$ cat src/rtl/irq_redir_pkg.sv
package irq_redir_pkg;

    localparam int SEL_W   = 8;
    localparam int DATA_W  = 32;
    localparam int ENT_W   = 64;
    localparam int ADDR_W  = 5;
    localparam int ID_W    = 4;
    localparam int ID_LSB  = 24;
    localparam int CNT_LSB = 16;

    localparam logic [ADDR_W-1:0] OFF_SELECT = 5'h00;
    localparam logic [ADDR_W-1:0] OFF_WINDOW = 5'h10;

    localparam logic [SEL_W-1:0] IDX_ID       = 8'h00;
    localparam logic [SEL_W-1:0] IDX_VER      = 8'h01;
    localparam logic [SEL_W-1:0] IDX_ARB      = 8'h02;
    localparam logic [SEL_W-1:0] IDX_ENT_BASE = 8'h10;

    localparam int B_MASK  = 16;
    localparam int B_TRIG  = 15;
    localparam int B_RIRR  = 14;
    localparam int B_DSTAT = 12;

    localparam logic [ENT_W-1:0] ENT_RESET = ENT_W'(1) << B_MASK;

    typedef enum logic [2:0] {
        SK_ID, SK_VER, SK_ARB, SK_ENT, SK_NONE
    } sel_kind_e;

    typedef enum logic [2:0] {
        RS_SELECT, RS_ID, RS_VER, RS_ENT, RS_ZERO
    } rd_src_e;

    typedef struct packed {
        sel_kind_e        kind;
        logic             upper;
        logic [SEL_W-1:0] idx;
    } sel_dec_t;

    function automatic sel_dec_t decode_select(input logic [SEL_W-1:0] sel,
                                               input int num_pins);
        sel_dec_t         d;
        logic [SEL_W-1:0] off;
        d.kind  = SK_NONE;
        d.upper = sel[0];
        d.idx   = '0;
        off     = sel - IDX_ENT_BASE;
        if (sel == IDX_ID)       d.kind = SK_ID;
        else if (sel == IDX_VER) d.kind = SK_VER;
        else if (sel == IDX_ARB) d.kind = SK_ARB;
        else if (sel >= IDX_ENT_BASE && int'(off >> 1) < num_pins) begin
            d.kind = SK_ENT;
            d.idx  = off >> 1;
        end
        return d;
    endfunction

    // Merge one written half, keep hardware-owned bits, then apply edge rule.
    function automatic logic [ENT_W-1:0] merge_half(input logic [ENT_W-1:0] old,
                                                    input logic [DATA_W-1:0] half,
                                                    input logic upper);
        logic [ENT_W-1:0] n;
        n = upper ? {half, old[DATA_W-1:0]} : {old[ENT_W-1:DATA_W], half};
        n[B_RIRR]  = old[B_RIRR];
        n[B_DSTAT] = old[B_DSTAT];
        if (!n[B_TRIG]) n[B_RIRR] = 1'b0;
        return n;
    endfunction

endpackage

$ cat src/rtl/irq_redir_access.sv
module irq_redir_access
    import irq_redir_pkg::*;
#(
    parameter int NUM_PINS = 24
) (
    input  logic              bus_valid,
    input  logic              bus_write,
    input  logic [ADDR_W-1:0] bus_addr,
    input  logic              bus_full_word,
    input  logic [SEL_W-1:0]  sel_q,
    output logic              sel_we,
    output logic              id_we,
    output logic              ent_we,
    output logic              ent_upper,
    output logic [SEL_W-1:0]  ent_idx,
    output logic              rd_en,
    output rd_src_e           rd_src
);
    sel_dec_t dec;
    logic     win_acc;

    always_comb begin
        dec       = decode_select(sel_q, NUM_PINS);
        win_acc   = bus_valid && (bus_addr == OFF_WINDOW) && bus_full_word;
        sel_we    = bus_valid && bus_write && (bus_addr == OFF_SELECT);
        id_we     = win_acc && bus_write && (dec.kind == SK_ID);
        ent_we    = win_acc && bus_write && (dec.kind == SK_ENT);
        ent_upper = dec.upper;
        ent_idx   = dec.idx;
        rd_en     = bus_valid && !bus_write;
        rd_src    = RS_ZERO;
        if (bus_addr == OFF_SELECT) begin
            rd_src = RS_SELECT;
        end else if (win_acc) begin
            unique case (dec.kind)
                SK_ID, SK_ARB: rd_src = RS_ID;
                SK_VER:        rd_src = RS_VER;
                SK_ENT:        rd_src = RS_ENT;
                default:       rd_src = RS_ZERO;
            endcase
        end
    end
endmodule

$ cat src/rtl/irq_redir_entries.sv
module irq_redir_entries
    import irq_redir_pkg::*;
#(
    parameter int NUM_PINS = 24,
    parameter int PIN_W    = $clog2(NUM_PINS)
) (
    input  logic              clk,
    input  logic              rst,
    input  logic              ent_we,
    input  logic              ent_upper,
    input  logic [SEL_W-1:0]  ent_idx,
    input  logic [DATA_W-1:0] wdata,
    input  logic              side_valid,
    input  logic [PIN_W-1:0]  side_pin,
    input  logic              side_val,
    output logic [ENT_W-1:0]  ent_q [NUM_PINS],
    output logic              entry_changed,
    output logic [PIN_W-1:0]  changed_pin
);
    logic [NUM_PINS-1:0] bus_hit;
    logic [NUM_PINS-1:0] side_hit;

    for (genvar i = 0; i < NUM_PINS; i++) begin : g_pin
        assign bus_hit[i]  = ent_we && (ent_idx == SEL_W'(i));
        assign side_hit[i] = side_valid && (side_pin == PIN_W'(i));

        always_ff @(posedge clk) begin
            if (rst) begin
                ent_q[i] <= ENT_RESET;
            end else if (bus_hit[i]) begin
                ent_q[i] <= merge_half(ent_q[i], wdata, ent_upper);
            end else if (side_hit[i]) begin
                ent_q[i][B_RIRR] <= side_val;
            end
        end

        // reset leaves only the mask bit set
        p_reset_mask_r1: assert property (@(posedge clk) disable iff (rst)
            $past(rst) |-> ent_q[i] == ENT_RESET);
        // status bits never set by a bus write
        p_ro_kept_r6: assert property (@(posedge clk) disable iff (rst)
            $past(bus_hit[i]) |-> (ent_q[i][B_DSTAT] == $past(ent_q[i][B_DSTAT]))
                               && (!ent_q[i][B_RIRR] || $past(ent_q[i][B_RIRR])));
        // edge entry carries no remote request after a write
        p_edge_clear_r7: assert property (@(posedge clk) disable iff (rst)
            ($past(bus_hit[i]) && !ent_q[i][B_TRIG]) |-> !ent_q[i][B_RIRR]);
        // side request lands when the bus leaves the entry alone
        p_side_write_r11: assert property (@(posedge clk) disable iff (rst)
            $past(side_hit[i] && !bus_hit[i]) |-> ent_q[i][B_RIRR] == $past(side_val));
    end

    always_ff @(posedge clk) begin
        if (rst) begin
            entry_changed <= 1'b0;
            changed_pin   <= '0;
        end else begin
            entry_changed <= |bus_hit;
            for (int i = 0; i < NUM_PINS; i++) begin
                if (bus_hit[i]) changed_pin <= PIN_W'(i);
            end
        end
    end

    // strobe always names a real pin
    p_changed_range_r10: assert property (@(posedge clk) disable iff (rst)
        entry_changed |-> int'(changed_pin) < NUM_PINS);
endmodule

$ cat src/rtl/irq_redir_readmux.sv
module irq_redir_readmux
    import irq_redir_pkg::*;
#(
    parameter int          NUM_PINS = 24,
    parameter logic [7:0]  VERSION  = 8'h20
) (
    input  rd_src_e           rd_src,
    input  logic              ent_upper,
    input  logic [SEL_W-1:0]  ent_idx,
    input  logic [SEL_W-1:0]  sel_q,
    input  logic [ID_W-1:0]   id_q,
    input  logic [ENT_W-1:0]  ent_q [NUM_PINS],
    output logic [DATA_W-1:0] rd_val
);
    localparam logic [DATA_W-1:0] VER_WORD =
        (DATA_W'(NUM_PINS - 1) << CNT_LSB) | DATA_W'(VERSION);

    logic [ENT_W-1:0] ent_sel;

    always_comb begin
        ent_sel = '0;
        for (int i = 0; i < NUM_PINS; i++) begin
            if (ent_idx == SEL_W'(i)) ent_sel = ent_q[i];
        end
        unique case (rd_src)
            RS_SELECT: rd_val = DATA_W'(sel_q);
            RS_ID:     rd_val = DATA_W'(id_q) << ID_LSB;
            RS_VER:    rd_val = VER_WORD;
            RS_ENT:    rd_val = ent_upper ? ent_sel[ENT_W-1:DATA_W] : ent_sel[DATA_W-1:0];
            default:   rd_val = '0;
        endcase
    end
endmodule

$ cat src/rtl/irq_redir_regfile.sv
module irq_redir_regfile
    import irq_redir_pkg::*;
#(
    parameter int         NUM_PINS = 24,
    parameter logic [7:0] VERSION  = 8'h20,
    localparam int        PIN_W    = $clog2(NUM_PINS)
) (
    input  logic              clk,
    input  logic              rst,
    input  logic              bus_valid,
    input  logic              bus_write,
    input  logic [ADDR_W-1:0] bus_addr,
    input  logic              bus_full_word,
    input  logic [DATA_W-1:0] bus_wdata,
    output logic [DATA_W-1:0] bus_rdata,
    output logic              bus_rvalid,
    input  logic              rirr_valid,
    input  logic [PIN_W-1:0]  rirr_pin,
    input  logic              rirr_value,
    output logic              entry_changed,
    output logic [PIN_W-1:0]  changed_pin,
    input  logic [PIN_W-1:0]  peek_pin,
    output logic [ENT_W-1:0]  peek_entry
);
    logic [SEL_W-1:0]  sel_q;
    logic [ID_W-1:0]   id_q;
    logic              sel_we, id_we, ent_we, ent_upper, rd_en;
    logic [SEL_W-1:0]  ent_idx;
    rd_src_e           rd_src;
    logic [DATA_W-1:0] rd_val;
    logic [ENT_W-1:0]  ent_q [NUM_PINS];

    irq_redir_access #(.NUM_PINS(NUM_PINS)) u_access (
        .bus_valid    (bus_valid),
        .bus_write    (bus_write),
        .bus_addr     (bus_addr),
        .bus_full_word(bus_full_word),
        .sel_q        (sel_q),
        .sel_we       (sel_we),
        .id_we        (id_we),
        .ent_we       (ent_we),
        .ent_upper    (ent_upper),
        .ent_idx      (ent_idx),
        .rd_en        (rd_en),
        .rd_src       (rd_src)
    );

    irq_redir_entries #(.NUM_PINS(NUM_PINS), .PIN_W(PIN_W)) u_entries (
        .clk          (clk),
        .rst          (rst),
        .ent_we       (ent_we),
        .ent_upper    (ent_upper),
        .ent_idx      (ent_idx),
        .wdata        (bus_wdata),
        .side_valid   (rirr_valid),
        .side_pin     (rirr_pin),
        .side_val     (rirr_value),
        .ent_q        (ent_q),
        .entry_changed(entry_changed),
        .changed_pin  (changed_pin)
    );

    irq_redir_readmux #(.NUM_PINS(NUM_PINS), .VERSION(VERSION)) u_readmux (
        .rd_src   (rd_src),
        .ent_upper(ent_upper),
        .ent_idx  (ent_idx),
        .sel_q    (sel_q),
        .id_q     (id_q),
        .ent_q    (ent_q),
        .rd_val   (rd_val)
    );

    always_ff @(posedge clk) begin
        if (rst) begin
            sel_q      <= '0;
            id_q       <= '0;
            bus_rdata  <= '0;
            bus_rvalid <= 1'b0;
        end else begin
            if (sel_we) sel_q <= bus_wdata[SEL_W-1:0];
            if (id_we)  id_q  <= bus_wdata[ID_LSB +: ID_W];
            bus_rvalid <= rd_en;
            bus_rdata  <= rd_en ? rd_val : '0;
        end
    end

    always_comb begin
        peek_entry = '0;
        for (int i = 0; i < NUM_PINS; i++) begin
            if (peek_pin == PIN_W'(i)) peek_entry = ent_q[i];
        end
    end

    // read data arrives one cycle after the request
    p_read_latency_r12: assert property (@(posedge clk) disable iff (rst)
        (bus_valid && !bus_write) |=> bus_rvalid);
    p_no_spurious_rvalid_r12: assert property (@(posedge clk) disable iff (rst)
        !(bus_valid && !bus_write) |=> !bus_rvalid);
    // the strobe follows only a bus write
    p_changed_after_write_r10: assert property (@(posedge clk) disable iff (rst)
        entry_changed |-> $past(bus_valid && bus_write));
    // identifier moves only on a window write
    p_id_stable_r3: assert property (@(posedge clk) disable iff (rst)
        !$past(bus_valid && bus_write) |-> $stable(id_q));
endmodule

$ cat config.mk
export PLATFORM = sky130hd
export DESIGN_NAME = irq_redir_regfile
export DESIGN_NICKNAME = d
export VERILOG_FILES = /design/src/rtl/irq_redir_pkg.sv /design/src/rtl/irq_redir_access.sv /design/src/rtl/irq_redir_entries.sv /design/src/rtl/irq_redir_readmux.sv /design/src/rtl/irq_redir_regfile.sv
export SDC_FILE = /design/constraint.sdc
export NUM_CORES = 2
export LEC_CHECK = 0
export ABC_AREA = 1
export BUFFER_PORTS_ARGS = -buffer_cell sky130_fd_sc_hd__buf_2
export CAP_MARGIN = 20
export CELL_PAD_IN_SITES_DETAIL_PLACEMENT = 1
export CELL_PAD_IN_SITES_GLOBAL_PLACEMENT = 1
export CORE_MARGIN = 3
export CORE_UTILIZATION = 30
export CTS_CLUSTER_DIAMETER = 60
export DETAILED_ROUTE_END_ITERATION = 7
export PLACE_DENSITY = 0.67
export REMOVE_ABC_BUFFERS = 1
export SETUP_SLACK_MARGIN = 0.1
export SLEW_MARGIN = 15
export SYNTH_ARGS = -nofsm -noshare
export SYNTH_HDL_FRONTEND = slang
export SYNTH_HIERARCHICAL = 1
export SYNTH_SLANG_ARGS = --single-unit
$ cat constraint.sdc
create_clock -name clk -period 4.4 [get_ports clk]
set_input_delay 0.88 -clock clk [delete_from_list [all_inputs] [get_ports clk]]
set_output_delay 0.88 -clock clk [all_outputs]
set_load 0.005 [all_outputs]
# Word-level counts from Yosys, hierarchy flattened
# Cells that the tools add are included.
# totals
regBits	1563
in_bits	54
out_inout_bits	103
word_cells	558
# classes
addsub	1
order_cmp	2
eq_ne	102
mux	181
bitwise_logic	2
n_reduce_logical	167
# op_table
operator	n
two-way mux 64 bit	48
two-way mux 16 bit	24
AND reduction 2 bit	72
case mux 32 bit (4 select lines)	1
two-way mux 5 bit	24
== test 5 bit, second input constant	17
== test 5 x 4 -> 1 bit, second input constant	16
two-way mux 1 bit	72
== test 8 x 4 -> 1 bit, second input constant	8
== test 8 x 5 -> 1 bit, second input constant	8
logical AND 1 bit	57
inequality test 2 bit, second input constant	24
nonzero test 2 bit	24
== test 5 x 3 -> 1 bit, second input constant	8
== test 8 x 3 -> 1 bit, second input constant	4
two-way mux 32 bit	1
== test 8 x 2 -> 1 bit, second input constant	3
two-way mux 8 bit	3
nonzero test 24 bit	1
OR reduction 24 bit	1
== test 5 x 2 -> 1 bit, second input constant	4
two-way mux 3 bit	6
== test 8 x 1 -> 1 bit, second input constant	2
zero test 8 bit	2
other kinds (15)	25

# Longest topological paths before layout
# depth
depth_word	34
ltp_mapped	32
ltp_nobuf	32

# By module
# The synthesis kept the hierarchy.
# modules_own_cells
module	n_inst	cells_per_inst	area_each_um2	seq_area_each_um2
irq_redir_entries	1	6633	54004.3	30389.1
irq_redir_regfile	1	3193	14206.1	900.9
irq_redir_readmux	1	3162	13264.0	0.0
irq_redir_access	1	56	286.5	0.0

# Least setup slack after synthesis
# No wires, ideal clock.
# synth_path
path_type	register -> register
startpoint	register sel_q[4]
endpoint	register bus_rdata[24]
setup_ps	127
t_arrival_ps	3206
required_ps	4273
slack_ps	1068
path_stages_with_launch	27
path_buffers	1
period_less_slack_ps	3332
cell_sequence	dfxtp_1 inv_1 ha_1 nand2_1 nand2_2 nor2_4 nand3_4 nor2_1 nand2_1 nor2_1 nand2_1 buf_2 or2_2 nand2_1 nand4_1 nor2_1 nand4_1 nor2_1 nand4_1 nor2_1 nand4_1 nand2_1 nand2_1 nand3_1 nand2_1 inv_1 nor2_1
# synth_between
elab_chain_len	34
word_cells_on_any_way	77
classes_between	1 x add/sub; 2 x order compare; 31 x eq/ne; 37 x mux; 6 x reduce/logical
# synth_rtl
item	line	source
start: declaration	irq_redir_regfile.sv:25	logic [SEL_W-1:0] sel_q;
start signal: assignment	irq_redir_regfile.sv:80	if (sel_we) sel_q <= bus_wdata[SEL_W-1:0];
subtractor 8 x 5 -> 8 bit	irq_redir_pkg.sv:47	off = sel - IDX_ENT_BASE;
less-than comparator 7 x 5 -> 1 bit	irq_redir_pkg.sv:51	else if (sel >= IDX_ENT_BASE && int'(off >> 1) < num_pins) begin
logical AND 1 bit	irq_redir_pkg.sv:51	
two-way mux 7 bit	irq_redir_pkg.sv:51	
two-way mux 8 bit	irq_redir_pkg.sv:50	else if (sel == IDX_ARB) d.kind = SK_ARB;
two-way mux 8 bit	irq_redir_pkg.sv:49	else if (sel == IDX_VER) d.kind = SK_VER;
two-way mux 8 bit (*)	irq_redir_pkg.sv:48	if (sel == IDX_ID) d.kind = SK_ID;
named net ent_idx[1]	irq_redir_regfile.sv:28	logic [SEL_W-1:0] ent_idx;
zero test 8 bit	irq_redir_readmux.sv:23	if (ent_idx == SEL_W'(i)) ent_sel = ent_q[i];
two-way mux 64 bit (23 in a row)	irq_redir_readmux.sv:23	
two-way mux 64 bit (*)	irq_redir_readmux.sv:23	
two-way mux 32 bit (*)	irq_redir_readmux.sv:29	RS_ENT: rd_val = ent_upper ? ent_sel[ENT_W-1:DATA_W] : ent_sel[DATA_W-1:0];
case mux 32 bit (4 select lines) (*)	irq_redir_readmux.sv:25	unique case (rd_src)
named net rd_val[24]	irq_redir_regfile.sv:30	logic [DATA_W-1:0] rd_val;
end signal: assignment	irq_redir_regfile.sv:83	bus_rdata <= rd_en ? rd_val : '0;
end: declaration	irq_redir_regfile.sv:15	output logic [DATA_W-1:0] bus_rdata,
# Mark *: on every way through the listed nets, which the timed path passes. The rest lies on a longest branch.
# A chain may end at the register's enable or synchronous reset.

# Worst setup path in the final report
# layout_path
startpoint	input peek_pin[0]
endpoint	output peek_entry[51]
# layout_between
elab_chain_len	25
word_cells_on_any_way	48
classes_between	23 x eq/ne; 24 x mux; 1 x reduce/logical
# layout_rtl
item	line	source
start: declaration	irq_redir_regfile.sv:22	input logic [PIN_W-1:0] peek_pin,
zero test 5 bit	irq_redir_regfile.sv:90	if (peek_pin == PIN_W'(i)) peek_entry = ent_q[i];
two-way mux 64 bit (23 in a row)	irq_redir_regfile.sv:90	
two-way mux 64 bit (*)	irq_redir_regfile.sv:90	
end: declaration	irq_redir_regfile.sv:23	output logic [ENT_W-1:0] peek_entry
# Mark *: on every way between the ends. The rest lies on a longest branch, timed or not.

==> run_results.csv <==
group,metric,value,unit
placement,placed_cells,16500,
synthesis,share_of_flip_flops_with_an_asynchronous_set_or_reset_after_synthesis,0,%
cts,cts_max_level,4,
grt,first_global_vias,86700,
worst_setup_path,critical_path_arrival,3.69,ns
drt,first_pass_iteration_count_of_the_detailed_router,6,
synthesis,synthFlopType,"sky130_fd_sc_hd__dfxtp_1",
timing,fin_skew,0.0336,ns
layout,filler_cell_count,34500,
drt,vias,91900,
synthesis,mappedNetlistArea,81800,um2
timing,final.min_clock_period,4.57,ns
worst_setup_path,worst_setup_path_end_kind,"primary output",
drt,post_drt_via_cell_ratio,5.41,
layout,multiInputGateArea,42800,um2
drt,antenna_viol_nets_final,0,
layout,drive_gt1_share,17.2,%
grt,wire_length_of_the_first_global_routing_pass,611,mm
cts,cts.root.buffer_cell,"sky130_fd_sc_hd__clkbuf_16",
placement,port-buffer-count,156,
floorplanning,design.portCount,157,
floorplanning,fp-row-count,191,
drt,wl,431,mm
grt,grt_max_degree,136,
cts,clk_pin_slew,0.06,ns
timing,post-route-worst-setup-slack,-0.169,ns
cts,cts_tree,"built",
worst_setup_path,cp_max_fo,6,
timing,slew-limit-headroom,20.6,%
power,irDropWorstVdd,0.382,mV
worst_setup_path,crit_path_start,"peek_pin[0]",
power,total_power,32.6,mW
timing,fin_crit_sh,104,%
timing,timing_worst_slew_pin_value,1.19,ns
cts,clock_insertion_delay_worst_skew,0.88,ns
synthesis,synth_warnings,6,
cts,clk_path_buf_depth,3,
timing,report.final.hold_viol_count,0,
timing,setup_repair_after_global_routing_missed_its_margin,"true",
layout,finalInstanceArea,102000,um2
floorplanning,floorplan.core_area,271000,um2
synthesis,ys_seq_area_share,38.3,%
worst_setup_path,worstSetupStartpointType,"primary input",
run_status,status,"finished, violations left",
timing,timing_max_transition_violations_final,0,
power,power_leakage,38.7,nW
drt,route.detailed.drc,0,
floorplanning,die_x,528,um
layout,leading_cell_type_in_the_layout_fill_and_taps_excluded,"sky130_fd_sc_hd__nand2_1",
grt,grtUsageTotal,29.1,%
grt,initial_antenna_violation_count,30,
synthesis,synthesized_instance_count,13000,
timing,timing.fmax,219,MHz
power,power.density_cell_area,321,nW/um2
layout,design.final.nets,13300,
worst_setup_path,critPathSlowestCell,"sky130_fd_sc_hd__nand4_1",
placement,placed_area,90200,um2
synthesis,ys_seq_elements,1563,
placement,gp_routability_congestion,0.921,
layout,sequential_cell_area,31300,um2
cts,cts_inserted_buffers,192,
floorplanning,die-height,528,um
job,max-cap-violations,0,
synthesis,number_of_enable_type_register_cells_in_the_synthesized_netlist,0,
worst_setup_path,crit_path_frequent_cell,"sky130_fd_sc_hd__nand4_1",
timing,final-setup-viol-count,18,
worst_setup_path,reg2reg_from,"sel_q[5]$_SDFFE_PP0P_",
worst_setup_path,critical_path.max_stage_delay,0.22,ns
run_status,failing_checks,"negative setup slack",
drt,drt_first_iter_violations,9184,
layout,layout_common_cells,"sky130_fd_sc_hd__nand2_1, sky130_fd_sc_hd__inv_1, sky130_fd_sc_hd__a21oi_1",
worst_setup_path,worstSetupPathType,"in2out",
synthesis,syn-mean-instance-area,6.27,um2
layout,area.growth.synth_to_final,24.6,%
floorplanning,die_area,279000,um2
placement,dp_hpwl,291,mm
worst_setup_path,required,3.52,ns
drt,detail_route.wl_per_cell,25.4,um
worst_hold_path,min_from,"bus_write",
floorplanning,starting_density,30.2,%
worst_hold_path,worst_hold_path_type,"in2reg",
grt,gr-total-overflow,0,
worst_setup_path,crit_path_cell_trace,"buf_12 > inv_8 > nand2_4 > nor2_4 > nand2_4 > buf_4 > buf_6 > nor2_2 > nor2_2 > buf_4 > nand4_1 > nand2_1 > nand4_1 > nor2_2 > nand3_2 > nand2_2 > nand4_1 > nor2_1 > nand4_1 > nor2_1 > nand3_1 > buf_2",
synthesis,synth_cell_type_count,40,
layout,finalNonFillerCells,17000,
cts,cts_sinks,1563,
[what timing repair did]
item / 4_1_cts / 5_1_grt
setup endpoints to repair: 91 / 96
hold buffers: 0 / 0
gates resized for setup: 333 / 619
buffers inserted: 66 / 81
cloned: 4 / 16
pin swaps: 188 / 545
[flip-flops by register name (all words and copies together) (netlist names)]
| register | cells |
|---|---|
| u_entries/ent_q | 1512 |
| bus_rdata | 32 |
| sel_q | 8 |
| u_entries/changed_pin | 5 |
| id_q | 4 |
| bus_rvalid | 1 |
| u_entries/entry_changed | 1 |
[kinds of logic after synthesis]
family / synth area share [%]
fa+ha+maj: 0.0306
other cells: 0.00919
compound gates: 18.7
flops: 38.3
simple gates: 29.9
buf+inv: 13.1
[worst max-delay path: cells and delay by family]
family / cells / cell delay [ns]
buffers and inverters: 6 / 0.65
AND/OR/NAND/NOR: 16 / 2.14
[Yosys cell counts (2+ instances only)]
library cell | n | area share, %
sky130_fd_sc_hd__nand2_1 | 3228 | 15
sky130_fd_sc_hd__inv_1 | 1699 | 7.8
sky130_fd_sc_hd__a21oi_1 | 1582 | 9.7
sky130_fd_sc_hd__dfxtp_1 | 1563 | 38
sky130_fd_sc_hd__o21ai_0 | 1191 | 7.3
sky130_fd_sc_hd__nor2_1 | 1041 | 4.8
sky130_fd_sc_hd__clkbuf_1 | 820 | 3.8
sky130_fd_sc_hd__nand4_1 | 544 | 4.2
sky130_fd_sc_hd__nand3_1 | 519 | 3.2
sky130_fd_sc_hd__or2_2 | 210 | 1.6
sky130_fd_sc_hd__buf_2 | 143 | 0.88
sky130_fd_sc_hd__o21ai_1 | 116 | 0.71
sky130_fd_sc_hd__a211oi_1 | 69 | 0.63
sky130_fd_sc_hd__or2_0 | 56 | 0.43
sky130_fd_sc_hd__inv_2 | 48 | 0.22
sky130_fd_sc_hd__buf_4 | 39 | 0.36
sky130_fd_sc_hd__or2_1 | 30 | 0.23
sky130_fd_sc_hd__nor2_2 | 28 | 0.21
sky130_fd_sc_hd__o211ai_1 | 26 | 0.24
sky130_fd_sc_hd__nor3_1 | 23 | 0.14
sky130_fd_sc_hd__buf_1 | 16 | 0.073
sky130_fd_sc_hd__nor2_4 | 8 | 0.11
sky130_fd_sc_hd__o22ai_1 | 7 | 0.054
sky130_fd_sc_hd__a31oi_1 | 4 | 0.031
sky130_fd_sc_hd__nand2_2 | 4 | 0.031
sky130_fd_sc_hd__o211a_1 | 4 | 0.049
sky130_fd_sc_hd__clkinv_1 | 3 | 0.014
sky130_fd_sc_hd__nand3b_1 | 3 | 0.028
sky130_fd_sc_hd__nor3_2 | 3 | 0.037
sky130_fd_sc_hd__and3_1 | 2 | 0.015
sky130_fd_sc_hd__conb_1 | 2 | 0.0092
sky130_fd_sc_hd__ha_1 | 2 | 0.031
sky130_fd_sc_hd__nand3_2 | 2 | 0.024
sky130_fd_sc_hd__nor4_1 | 2 | 0.015
sky130_fd_sc_hd__o21bai_1 | 2 | 0.018
[worst paths after layout]
path                                                     endpoint  cells after the start  slack, ns
worst min register to register  u_entries/ent_q[461]$_SDFFE_PP0P_                      2       0.46
worst max-delay path                               peek_entry[51]                     22      -0.17
worst max register to register           bus_rdata[27]$_SDFF_PP0_                     32      -0.01
worst min-delay path                        bus_rvalid$_SDFF_PP0_                      4       0.27
[final cells by class]
cell class | count | share of cell area (%)
tap | 3570 | 4.39
antenna | 7 | 0.0172
sequential | 1563 | 30.7
multi-input combinational | 8738 | 42.0
timing repair buffer | 998 | 9.98
clock buffer | 289 | 5.66
inverter | 1750 | 6.53
clock inverter | 65 | 0.701
[report_power, final]
| group | switching, mW | total, mW | internal [mW] |
|---|---|---|---|
| sequential | 0.00340 | 14.2 | 14.2 |
| clock | 7.01 | 16.7 | 9.64 |
| combinational | 1.39 | 1.84 | 0.448 |
| total | 8.40 | 32.6 | 24.2 |
[metrics by stage]
step / setup slack, ns / TNS [ns] / hold WS, ns / utilization (%)
6_report: -0.169 / -0.834 / 0.269 / 37.6
5_1_grt: -0.203 / -5.78 / 0.285 / 37.6
4_1_cts: -0.0243 / -0.0454 / 0.222 / 36.4
3_5_place_dp: -0.311 / -10.10 / 0.444 / 33.3
3_3_place_gp: -0.355 / -8.64 / 0.439 / 33.3
2_1_floorplan: -4.66 / -6265.68 / 0.429 / -
[layer usage]
layer / GRT usage [%] / vias to the layer above / part of all wire, %
met3: 4.32 / 870 / 7.7
met5: 0 / - / 0.0083
met2: 45.8 / 3750 / 44
li1: - / 41900 / -
met4: 11.6 / 6 / 4.6
met1: 39.9 / 45400 / 44
Note: power is estimated with default switching activity, not from simulation.
